==> src/rtl/dpu_pkg.sv <==
package dpu_pkg;

  // Control byte field positions (decoded by neighbouring logic)
  localparam int unsigned CTL_W      = 8;
  localparam int unsigned SEL_BIT    = 0;
  localparam int unsigned AUTOSTEP_BIT = 4;
  localparam int unsigned TOGGLE_BIT = 5;
  localparam int unsigned DOWN0_BIT  = 6;
  localparam int unsigned DOWN1_BIT  = 7;

  localparam int unsigned NUM_PTR    = 2;
  localparam int unsigned BYTE_W     = 8;

  // Instruction classes carried by the strobe vector
  typedef enum logic [2:0] {
    OPC_INC   = 3'd0,
    OPC_LDIMM = 3'd1,
    OPC_MOVC  = 3'd2,
    OPC_XRD   = 3'd3,
    OPC_XWR   = 3'd4
  } op_class_e;

  localparam int unsigned NUM_OPS = 5;

  // Which classes step the pointer only when auto-step is on
  function automatic logic is_mem_class(input logic [NUM_OPS-1:0] ops);
    return ops[OPC_MOVC] | ops[OPC_XRD] | ops[OPC_XWR];
  endfunction

endpackage

==> src/rtl/dpu_op_decode.sv <==
module dpu_op_decode
  import dpu_pkg::*;
(
  input  logic               clk,
  input  logic               rst_n,
  input  logic [NUM_OPS-1:0] ops,
  input  logic               autostep_en,
  input  logic               toggle_en,
  output logic               step_req,
  output logic               load_req,
  output logic               toggle_req
);

  logic any_op;
  logic mem_op;

  always_comb begin
    any_op     = |ops;
    mem_op     = is_mem_class(ops);
    step_req   = ops[OPC_INC] | (mem_op & autostep_en);
    load_req   = ops[OPC_LDIMM];
    toggle_req = any_op & toggle_en;
  end

  AST_OPS_ONEHOT: assert property (@(posedge clk) disable iff (!rst_n)
    $onehot0(ops));

  AST_LOAD_NEVER_STEPS: assert property (@(posedge clk) disable iff (!rst_n)
    ops[OPC_LDIMM] |-> !step_req);

endmodule

==> src/rtl/dpu_ctl_reg.sv <==
module dpu_ctl_reg
  import dpu_pkg::*;
(
  input  logic             clk,
  input  logic             rst_n,
  input  logic             wr_en,
  input  logic [CTL_W-1:0] wr_data,
  input  logic             toggle,
  output logic [CTL_W-1:0] q
);

  logic [CTL_W-1:0] nxt;

  always_comb begin
    nxt = q;
    if (wr_en) begin
      nxt = wr_data;
    end else if (toggle) begin
      nxt[SEL_BIT] = ~q[SEL_BIT];
    end
  end

  always_ff @(posedge clk or negedge rst_n) begin
    if (!rst_n) q <= '0;
    else        q <= nxt;
  end

  AST_CTL_WRITE: assert property (@(posedge clk) disable iff (!rst_n)
    wr_en |=> q == $past(wr_data));

  AST_SEL_FLIP: assert property (@(posedge clk) disable iff (!rst_n)
    (toggle && !wr_en) |=> q[SEL_BIT] != $past(q[SEL_BIT]));

  AST_CTL_HOLD: assert property (@(posedge clk) disable iff (!rst_n)
    (!toggle && !wr_en) |=> $stable(q));

endmodule

==> src/rtl/dpu_ptr_reg.sv <==
module dpu_ptr_reg
  import dpu_pkg::*;
#(
  parameter int unsigned PTR_W = 16,
  localparam int unsigned LANES = PTR_W / BYTE_W,
  localparam int unsigned IDX_W = (LANES > 1) ? $clog2(LANES) : 1
) (
  input  logic             clk,
  input  logic             rst_n,
  input  logic             step_en,
  input  logic             count_down,
  input  logic             load_en,
  input  logic [PTR_W-1:0] load_val,
  input  logic             byte_wr_en,
  input  logic [IDX_W-1:0] byte_idx,
  input  logic [BYTE_W-1:0] byte_data,
  output logic [PTR_W-1:0] q
);

  localparam logic [PTR_W-1:0] ONE = PTR_W'(1);

  // Modulo 2^PTR_W step in either direction
  function automatic logic [PTR_W-1:0] step_value(input logic [PTR_W-1:0] v,
                                                  input logic dn);
    return dn ? (v - ONE) : (v + ONE);
  endfunction

  logic [PTR_W-1:0] spliced;
  logic [PTR_W-1:0] stepped;
  logic [PTR_W-1:0] nxt;

  for (genvar k = 0; k < LANES; k++) begin : g_lane
    always_comb begin
      spliced[k*BYTE_W +: BYTE_W] = (byte_idx == IDX_W'(k)) ? byte_data
                                                           : q[k*BYTE_W +: BYTE_W];
    end
  end

  always_comb begin
    stepped = step_value(q, count_down);
    if (byte_wr_en)   nxt = spliced;
    else if (load_en) nxt = load_val;
    else if (step_en) nxt = stepped;
    else              nxt = q;
  end

  always_ff @(posedge clk or negedge rst_n) begin
    if (!rst_n) q <= '0;
    else        q <= nxt;
  end

  AST_PTR_HOLD: assert property (@(posedge clk) disable iff (!rst_n)
    !(step_en || load_en || byte_wr_en) |=> $stable(q));

  AST_STEP_BY_ONE: assert property (@(posedge clk) disable iff (!rst_n)
    (step_en && !load_en && !byte_wr_en) |=>
      ($past(count_down) ? (($past(q) - q) == ONE) : ((q - $past(q)) == ONE)));

  AST_IMM_LOAD: assert property (@(posedge clk) disable iff (!rst_n)
    (load_en && !byte_wr_en) |=> q == $past(load_val));

endmodule

==> src/rtl/dptr_pair_unit.sv <==
module dptr_pair_unit
  import dpu_pkg::*;
#(
  parameter int unsigned PTR_W = 16
) (
  input  logic                             clk,
  input  logic                             rst_n,
  input  logic                             op_inc,
  input  logic                             op_ld_imm,
  input  logic                             op_movc,
  input  logic                             op_movx_rd,
  input  logic                             op_movx_wr,
  input  logic [PTR_W-1:0]                 imm_val,
  input  logic                             ctl_wr_en,
  input  logic [7:0]                       ctl_wr_data,
  input  logic                             ptr_wr_en,
  input  logic                             ptr_wr_sel,
  input  logic [$clog2(PTR_W/8)-1:0]       ptr_wr_byte,
  input  logic [7:0]                       ptr_wr_data,
  output logic [7:0]                       ctl_q,
  output logic [PTR_W-1:0]                 active_ptr
);

  localparam int unsigned IDX_W = $clog2(PTR_W / BYTE_W);

  logic [NUM_OPS-1:0] ops;
  logic               step_req;
  logic               load_req;
  logic               toggle_req;
  logic               sel;
  logic [PTR_W-1:0]   ptr_q [NUM_PTR];

  always_comb begin
    ops             = '0;
    ops[OPC_INC]    = op_inc;
    ops[OPC_LDIMM]  = op_ld_imm;
    ops[OPC_MOVC]   = op_movc;
    ops[OPC_XRD]    = op_movx_rd;
    ops[OPC_XWR]    = op_movx_wr;
  end

  dpu_op_decode u_dec (
    .clk         (clk),
    .rst_n       (rst_n),
    .ops         (ops),
    .autostep_en (ctl_q[AUTOSTEP_BIT]),
    .toggle_en   (ctl_q[TOGGLE_BIT]),
    .step_req    (step_req),
    .load_req    (load_req),
    .toggle_req  (toggle_req)
  );

  dpu_ctl_reg u_ctl (
    .clk     (clk),
    .rst_n   (rst_n),
    .wr_en   (ctl_wr_en),
    .wr_data (ctl_wr_data),
    .toggle  (toggle_req),
    .q       (ctl_q)
  );

  assign sel = ctl_q[SEL_BIT];

  for (genvar p = 0; p < NUM_PTR; p++) begin : g_ptr
    logic is_active;
    logic dn;
    assign is_active = (sel == 1'(p));
    assign dn        = (p == 0) ? ctl_q[DOWN0_BIT] : ctl_q[DOWN1_BIT];

    dpu_ptr_reg #(.PTR_W(PTR_W)) u_ptr (
      .clk        (clk),
      .rst_n      (rst_n),
      .step_en    (step_req & is_active),
      .count_down (dn),
      .load_en    (load_req & is_active),
      .load_val   (imm_val),
      .byte_wr_en (ptr_wr_en && (ptr_wr_sel == 1'(p))),
      .byte_idx   (IDX_W'(ptr_wr_byte)),
      .byte_data  (ptr_wr_data),
      .q          (ptr_q[p])
    );
  end

  assign active_ptr = sel ? ptr_q[1] : ptr_q[0];

  // The pointer that was not active during a strobe keeps its value
  AST_INACTIVE_STABLE: assert property (@(posedge clk) disable iff (!rst_n)
    ((|ops) && !ptr_wr_en) |=>
      ($past(sel) ? (ptr_q[0] == $past(ptr_q[0])) : (ptr_q[1] == $past(ptr_q[1]))));

  AST_TOGGLE_MOVES_OUTPUT: assert property (@(posedge clk) disable iff (!rst_n)
    (toggle_req && !ctl_wr_en && !ptr_wr_en && !step_req && !load_req) |=>
      active_ptr == ($past(sel) ? $past(ptr_q[0]) : $past(ptr_q[1])));

endmodule

==> config.mk <==
export PLATFORM = sky130hd
export DESIGN_NAME = dptr_pair_unit
export DESIGN_NICKNAME = d
export VERILOG_FILES = /design/src/rtl/dpu_pkg.sv /design/src/rtl/dpu_op_decode.sv /design/src/rtl/dpu_ctl_reg.sv /design/src/rtl/dpu_ptr_reg.sv /design/src/rtl/dptr_pair_unit.sv
export SDC_FILE = /design/constraint.sdc
export NUM_CORES = 1
export LEC_CHECK = 0
export ABC_AREA = 1
export BUFFER_PORTS_ARGS = -buffer_cell sky130_fd_sc_hd__buf_2
export CORE_ASPECT_RATIO = 1.25
export CORE_UTILIZATION = 60
export CTS_CLUSTER_SIZE = 10
export DETAILED_ROUTE_END_ITERATION = 10
export GPL_ROUTABILITY_DRIVEN = 0
export GPL_TIMING_DRIVEN = 0
export PLACE_DENSITY = 0.84
export REMOVE_ABC_BUFFERS = 1
export SKIP_LAST_GASP = 1
export SYNTH_ARGS = -nofsm -noshare
export SYNTH_HDL_FRONTEND = slang
export SYNTH_SLANG_ARGS = --single-unit
==> constraint.sdc <==
create_clock -name clk -period 4.3 [get_ports clk]
set_input_delay 0 -clock clk [delete_from_list [all_inputs] [get_ports clk]]
set_output_delay 0 -clock clk [all_outputs]
set_load 0.1 [all_outputs]
== Word level (Yosys, flattened, before mapping) ==
Cells that the tools add are included.
Storage, ports and cells
  bits of input ports: 43
  bits in registers: 40
  output and inout bits: 24
  logic and storage cells: 48
Operators by class
  $add $sub $neg: 4
  equal/unequal tests: 4
  reductions and logical operators: 10
  bitwise gates (word level): 11
  multiplexer cells: 13
Operator list (number)
  two-way mux 16 bit: 9
  adder 16 x 1 -> 16 bit, second input constant: 2
  subtractor 16 x 1 -> 16 bit, second input constant: 2
  two-way mux 8 bit: 2
  inequality test 2 bit, second input constant: 4
  AND reduction 2 bit: 4
  bitwise AND 1 bit: 6
  nonzero test 3 bit: 2
  OR reduction 5 bit: 1
  OR 1 bit: 3
  logical AND 1 bit: 2
  two-way mux 1 bit: 2
  NOT 1 bit: 2
  nonzero test 2 bit: 1

== Depth between registers and ports, before layout ==
Gate-level depths: netlist (run 1).
  depth in word-level cells: 8
  gate-level depth with buffers: 11
  depth with buffers taken out: 11

== Cells and area by module ==
Synthesis (run 1) repeated with hierarchy kept, for this count alone.
Second synthesis, totals
  cell total of the unflattened synthesis: 734
  area, all modules: 4344.2 um^2
Modules (own cells, without submodules)
  dpu_ptr_reg (g_ptr[1].u_ptr): instances 1, cells an instance 311, sequential area each 400.4 um^2, area an instance 1883.1 um^2
  dpu_ptr_reg (g_ptr[0].u_ptr): instances 1, cells an instance 310, sequential area each 400.4 um^2, area an instance 1840.5 um^2
  dpu_ctl_reg: instances 1, cells an instance 38, sequential area each 200.2 um^2, area an instance 325.3 um^2
  dptr_pair_unit: instances 1, cells an instance 64, sequential area each 0.0 um^2, area an instance 246.5 um^2
  dpu_op_decode: instances 1, cells an instance 11, sequential area each 0.0 um^2, area an instance 48.8 um^2

== Worst setup path before layout (run 1) ==
No wires, ideal clock.
  path type: flip-flop to output port
  from: register u_ctl.q[0]
  to: output active_ptr[2]
  data required time: 4300 ps
  buffers on the path: 2
  arrival time: 3364 ps
  path slack: 936 ps
  cell stages (with the launch flop): 4
  cell sequence: dfrtp_1 -> buf_2 -> clkbuf_1 -> o21ai_0
Between the ends
  longest elaborated chain between the ends: 1
RTL lines
  from (decl): RTL line dpu_ctl_reg.sv:9  | output logic [CTL_W-1:0] q
  from (signal assigned): RTL line dpu_ctl_reg.sv:25  | else q <= nxt;
  two-way mux 16 bit: RTL line dptr_pair_unit.sv:84  | assign active_ptr = sel ? ptr_q[1] : ptr_q[0];
  to (decl): RTL line dptr_pair_unit.sv:21  | output logic [PTR_W-1:0] active_ptr
No other way between the ends.

== Final worst setup path (run 1) ==
  from: register u_ctl.q[0]
  to: register g_ptr[0].u_ptr.q[2]
Between the ends
  longest elaborated chain between the ends: 4
  elaborated cells on any way between the ends: 7
  classes of those cells: 2 x mux; 3 x bitwise; 2 x reduce/logical
RTL lines
  NOT 1 bit *: RTL line dptr_pair_unit.sv:67  | assign is_active = (sel == 1'(p));
  bitwise AND 1 bit (on tied branches): RTL line dptr_pair_unit.sv:75, dptr_pair_unit.sv:73
  nonzero test 3 bit (no source line) / two-way mux 16 bit (equally long branches)
  AND reduction 2 bit (no source line) / two-way mux 16 bit (equally long branches)
  to (signal assigned): RTL line dpu_ptr_reg.sv:49  | else q <= nxt;
  to (decl): RTL line dpu_ptr_reg.sv:17  | output logic [PTR_W-1:0] q
Every way passes the cells marked *; elsewhere a longest branch is shown, timed or not.
A chain may end at the register's enable or synchronous reset.

==> flow_summary.ini, run 1 <==
[run_status]
status = finished clean

[critical_path]
critPathLaunchType = flop
required_ps = 4470
r2r_start = u_ctl.q[0]
crit_path_start = u_ctl.q[0]
crit_arrival_ps = 2630
crit_type = flop to flop
end_kind = flop
critPathMaxFanout = 26
ff2ff_path_depth = 7

[global_routing]
grt_pass1_wl_um = 19890
grtUsageTotal_pct = 33.00
grt_pass1_vias = 4431
grt_max_degree = 41
antenna_found_initial = 0
grt_overflow = 0

[sta]
fin_skew_ps = 7.106
finalCritPeriodShare_pct = 57.19
maxSlewHeadroom_pct = 38.95
postLayoutSetupSlackWorst_ps = 1841
maxSlewViolCount = 0
holdWs_ps = 17.61
finalHoldViolations = 0
worst_pin_slew_ps = 915.7
rsz0062_at_grt = no
setup-violations-final = 0
setup_tns_ps = 0
layout_min_cycle_time_ps = 2459
fmax_ghz = 0.4066

[logic_synthesis]
synth-seq-cells = 40
syn_area_per_cell_um2 = 5.905
synth_cell_types = 35
synth_commonest_cells = 249 x nand2_1, 106 x inv_1, 101 x nor2_1
synth_edf_count = 0
yosys-top-cells-area = dfrtp_1 23%, nand2_1 22%, inv_1 9.3%
synth-seq-area-share_pct = 23.28
async_flop_share_pct = 100.0
yosys.area.top_type = dfrtp_1
yosysWarnings = 0
synthFlopType = dfrtp_1
synth_area_um2 = 4299
synth.most_common_cell = nand2_1
syn_inst = 728
synth_top_area_share_pct = 23.28

[clock_network]
clk_latency_ps = 300
cts_num_sinks = 40
htreeDepth = 2
clock_path_buffers = 2
path_clk_slew_ps = 80
tritoncts = done
clock_tree.root_cell = clkbuf_8
numCtsBuffers = 5

[cells_and_area]
area_delta_synth_final_pct = 12.98
multi_input_area_um2 = 2753
regArea_um2 = 1001
finalNetCount = 870
drive_above_1_share_pct = 12.80
diodes = 0
layout.cells.non_filler = 887
fill_cells = 654

[floorplanning]
start_util_pct = 62.00
rows = 34
dieArea_um2 = 7510
coreArea_um2 = 6934
die_w_um = 77.71
die_h_um = 96.64
ios = 67

[drt]
ant_nets = 0
viasPerCell = 5.342
drt_iter0_drc = 303
wl_per_cell_um = 13.41
first_pass_iters = 5
wirelength_um = 11900
drc = 0
vias = 4738

[placement]
placedCellCount = 866
dp_hpwl_um = 9308
pre_cts_ws_ps = 1923
portBuffers = 66

[flow_run]
maxCapViolCount = 0

[worst_hold_path]
holdCritPathClass = input port to flop
hold_depth = 3
worstHoldStart = ctl_wr_en

[power_and_ir_drop]
peakVddDrop_mv = 0.4013
p_per_area_nw_per_um2 = 707.3
total_power_mw = 3.436
p_leak_nw = 2.855
[through the flow]
step	util [%]	instance area, um2
3_5_place_dp	66.85	4636
4_1_cts	70.05	4857
6_report	70.05	4857
5_1_grt	70.05	4857
2_1_floorplan	-	4193
3_3_place_gp	66.85	4636
[logic make-up (layout without fill, tap and decap cells)]
group,Yosys count,in the layout,share of synthesized area [%]
buffers and inverters,133,202,12.69
xor gates and xnor gates,13,13,2.648
and+or+nand+nor,414,414,39.32
AOI/OAI and AO/OA,98,98,12.98
adders and majority gates,30,30,9.080
DFF,40,40,23.28
[cell usage in the layout, fill, tap and decap left out, drive strengths merged, types with 2 or more instances in the layout]
cell type,instances
nor3,6
nor2,102
inv,115
dfrtp,40
o211ai,3
xnor2,4
nand2,254
a22oi,2
xor2,9
buf,66
clkbuf,5
nand3,47
nand4,2
ha,28
o21ai,40
fa,2
or2,2
o21bai,3
a21oi,46
dlygate4sd3,14
a31oi,2
[sequential cells by signal (all words and copies together) (netlist names)]
name,flops
g_ptr.u_ptr.q,32
u_ctl.q,8
[area by class of cell]
cell class | count | area share (%)
Clock buffer | 5 | 1.417
Tap cell | 90 | 2.318
Sequential cell | 40 | 20.61
Clock inverter | 2 | 0.2576
Multi-Input combinational cell | 555 | 56.67
Inverter | 115 | 9.042
Timing Repair Buffer | 80 | 9.686
[where the power goes]
group	leakage (nW)	switching [mW]	internal [mW]	total, mW
logic	2.35	1.75	0.736	2.48
clock network	0.0400	0.135	0.110	0.244
registers	0.460	0.184	0.524	0.707
[path summary, 6_finish.rpt]
kind	end	slack [ps]
max reg2reg	g_ptr[0].u_ptr.q[2]	1840
min	u_ctl.q[7]	20
min in group asynchronous	u_ctl.q[5]	360
max	g_ptr[0].u_ptr.q[2]	1840
max in group asynchronous	g_ptr[0].u_ptr.q[15]	3350
min reg2reg	u_ctl.q[2]	480
[per-layer routing]
metal / up-vias / share of wire [%] / track usage [%]
met5: - / 0 / 0
met4: 0 / 3.4 / 14.37
met3: 31 / 4.9 / 3.302
met2: 151 / 50 / 58.07
met1: 2146 / 42 / 40.31
li1: 2410 / - / -
[repair_timing]
item / 4_1_cts / 5_1_grt
setup buffers: 0 / 0
hold buffers: 14 / 0
gates resized for setup: 0 / 0
endpoints found under the hold margin: 48 / 0
[critical path: stages (launching register included)]
cell and delay (ps):
dfrtp_1 910, inv_2 300, nand2_2 460, inv_1 230
a21oi_1 170, o21ai_0 110, nand2_1 80, o21ai_1 60
Power figures use the tool's default switching activity.
==> run 2, diff against run 1 <==
--- a/config.mk
+++ b/config.mk
@@ -8,12 +8,12 @@
 export ABC_AREA = 1
 export BUFFER_PORTS_ARGS = -buffer_cell sky130_fd_sc_hd__buf_2
 export CORE_ASPECT_RATIO = 1.25
-export CORE_UTILIZATION = 60
+export CORE_UTILIZATION = 59
 export CTS_CLUSTER_SIZE = 10
 export DETAILED_ROUTE_END_ITERATION = 10
 export GPL_ROUTABILITY_DRIVEN = 0
 export GPL_TIMING_DRIVEN = 0
-export PLACE_DENSITY = 0.84
+export PLACE_DENSITY = 0.83
 export REMOVE_ABC_BUFFERS = 1
 export SKIP_LAST_GASP = 1
 export SYNTH_ARGS = -nofsm -noshare
==> constraint.sdc (replaced) <==
create_clock -name clk -period 2.57 [get_ports clk]
set_input_delay 0 -clock clk [delete_from_list [all_inputs] [get_ports clk]]
set_output_delay 0 -clock clk [all_outputs]
set_load 0.1 [all_outputs]
==> flow_summary.ini, run 2 (synthesized netlist as in run 1, its figures left out) <==
[placement]
portBuffers = 66
placedCellCount = 866
pre_cts_ws_ps = 204.6
dp_hpwl_um = 9328

[cells_and_area]
largest_reg_flops = 32
regMostFlops = g_ptr.u_ptr.q
finalNetCount = 868
layout_common_cells = 249 x nand2_1, 106 x inv_1, 101 x nor2_1, 66 x buf_2, 46 x a21oi_1
final_util_pct = 68.88
final_common_cell = nand2_1
drive_above_1_share_pct = 12.83
largestRegisters = g_ptr.u_ptr.q: 32 flops, u_ctl.q: 8 flops
area_delta_synth_final_pct = 12.46
diodes = 0
layout.cells.non_filler = 885

[worst_hold_path]
holdCritPathClass = input port to flop
hold_depth = 3
worstHoldStart = ctl_wr_en

[sta]
maxSlewViolCount = 0
fin_skew_ps = 7.615
rsz0062_at_grt = no
postLayoutSetupSlackWorst_ps = 306.0
fmax_ghz = 0.4417
worst_pin_slew_ps = 917.1
setup-violations-final = 0
finalCritPeriodShare_pct = 88.09
setup_tns_ps = 0
finalHoldViolations = 0
maxSlewHeadroom_pct = 38.86
layout_min_cycle_time_ps = 2264

[power_and_ir_drop]
internal_power_mw = 2.293
p_sw_share_pct = 59.99
p_clk_share_pct = 6.9
peakVddDrop_mv = 0.6440
pwr-share-seq_pct = 20.5
p_leak_nw = 2.849
total_power_mw = 5.732
p_per_area_nw_per_um2 = 1186
power_frac_comb_pct = 72.6
p_sw_mw = 3.439

[run_status]
status = finished clean

[critical_path]
crit_type = flop to flop
crit_path_start = u_ctl.q[7]
critPathMaxFanout = 18
critPathMaxStageDelay_ps = 780
cpMaxStageDelayCell = dfrtp_1
critPathLaunchType = flop
ff2ff_path_depth = 11
r2r_start = u_ctl.q[7]
required_ps = 2740
critical_path_buf_inv_count = 1
path_cells = ha_1 > nand2_1 > inv_1 > a21oi_1 > nand2_1 > nand2_1 > nand2_1 > nand2_1 > nand3_1 > nand2_1 > a21oi_1
worst-path-stages = 11
crit_top_cell = nand2_1
end_kind = flop
cp_top_family = flip-flops
crit_arrival_ps = 2440

[clock_network]
cts_num_sinks = 40
clk_latency_ps = 290
tritoncts = done
path_clk_slew_ps = 70
cts_setup_buffers = 0
clock_tree.root_cell = clkbuf_8
numCtsBuffers = 5
htreeDepth = 2
clock_path_buffers = 2

[drt]
ant_nets = 0
drt_iter0_drc = 409
viasPerCell = 5.347
first_pass_iters = 5
wl_per_cell_um = 13.42
vias = 4732
drc = 0
wirelength_um = 11880

[global_routing]
grt_overflow = 0
grtUsageTotal_pct = 32.93
grt_max_degree = 41
grt_pass1_vias = 4510
grt_pass1_wl_um = 20160
antenna_found_initial = 0

[floorplanning]
die_w_um = 78.35
rows = 34
coreArea_um2 = 7019
die_h_um = 97.44
dieArea_um2 = 7634
start_util_pct = 61.25
ios = 67

[flow_run]
maxCapViolCount = 0
[run 2: power groups by stage]
stage / sequential, mW / clock [mW] / combinational [mW]
2_1_floorplan: 1.16 / 0 / 3.27
3_3_place_gp: 1.16 / 0 / 3.96
3_5_place_dp: 1.18 / 0 / 4.09
4_1_cts: 1.16 / 0.402 / 4.12
5_1_grt: 1.21 / 0.423 / 4.64
6_report: 1.18 / 0.394 / 4.16
[run 2: routing by layer]
metal  share of wire [%]  up-vias  track usage, %
met5                   0        -               0
met4                 2.9        0           12.25
met3                 4.8       29           2.441
met2                  50      149           59.18
met1                  42     2151           40.49
li1                    -     2403               -
[run 2: final cells by class]
cell class	count	area [um2]
Clock inverter	1	5.005
Timing Repair Buffer	78	450.4
Clock buffer	6	72.57
Multi-Input combinational cell	555	2753
Sequential cell	40	1002
Tap cell	90	112.6
Fill cell	657	2185
Inverter	115	439.2
[run 2: final timing paths]
| path | endpoint | slack, ps |
|---|---|---|
| max | g_ptr[1].u_ptr.q[11] | 310 |
| min | u_ctl.q[7] | 20 |
| max reg2reg | g_ptr[1].u_ptr.q[11] | 310 |
| min reg2reg | u_ctl.q[3] | 480 |
| max in group asynchronous | u_ctl.q[0] | 1540 |
| min in group asynchronous | g_ptr[1].u_ptr.q[2] | 410 |
[run 2: worst register-to-register path, stage by stage (launching register included)]
cell     delay, ps
dfrtp_1        780
ha_1           420
nand2_1        110
inv_1           70
a21oi_1        180
nand2_1        140
nand2_1        100
nand2_1         60
nand2_1         60
nand3_1         80
nand2_1         90
a21oi_1         60
[run 2: what timing repair did]
item	in CTS	in global routing
setup endpoints to repair	0	2
hold endpoints to repair	48	0
hold buffers	12	0
gates resized for setup	0	1
[run 2: through the flow]
stage          area [um2]  hold WS, ps
2_1_floorplan        4193       -295.6
3_3_place_gp         4636        170.9
3_5_place_dp         4636        174.5
4_1_cts              4833       0.7929
5_1_grt              4835        23.20
6_report             4835        19.55
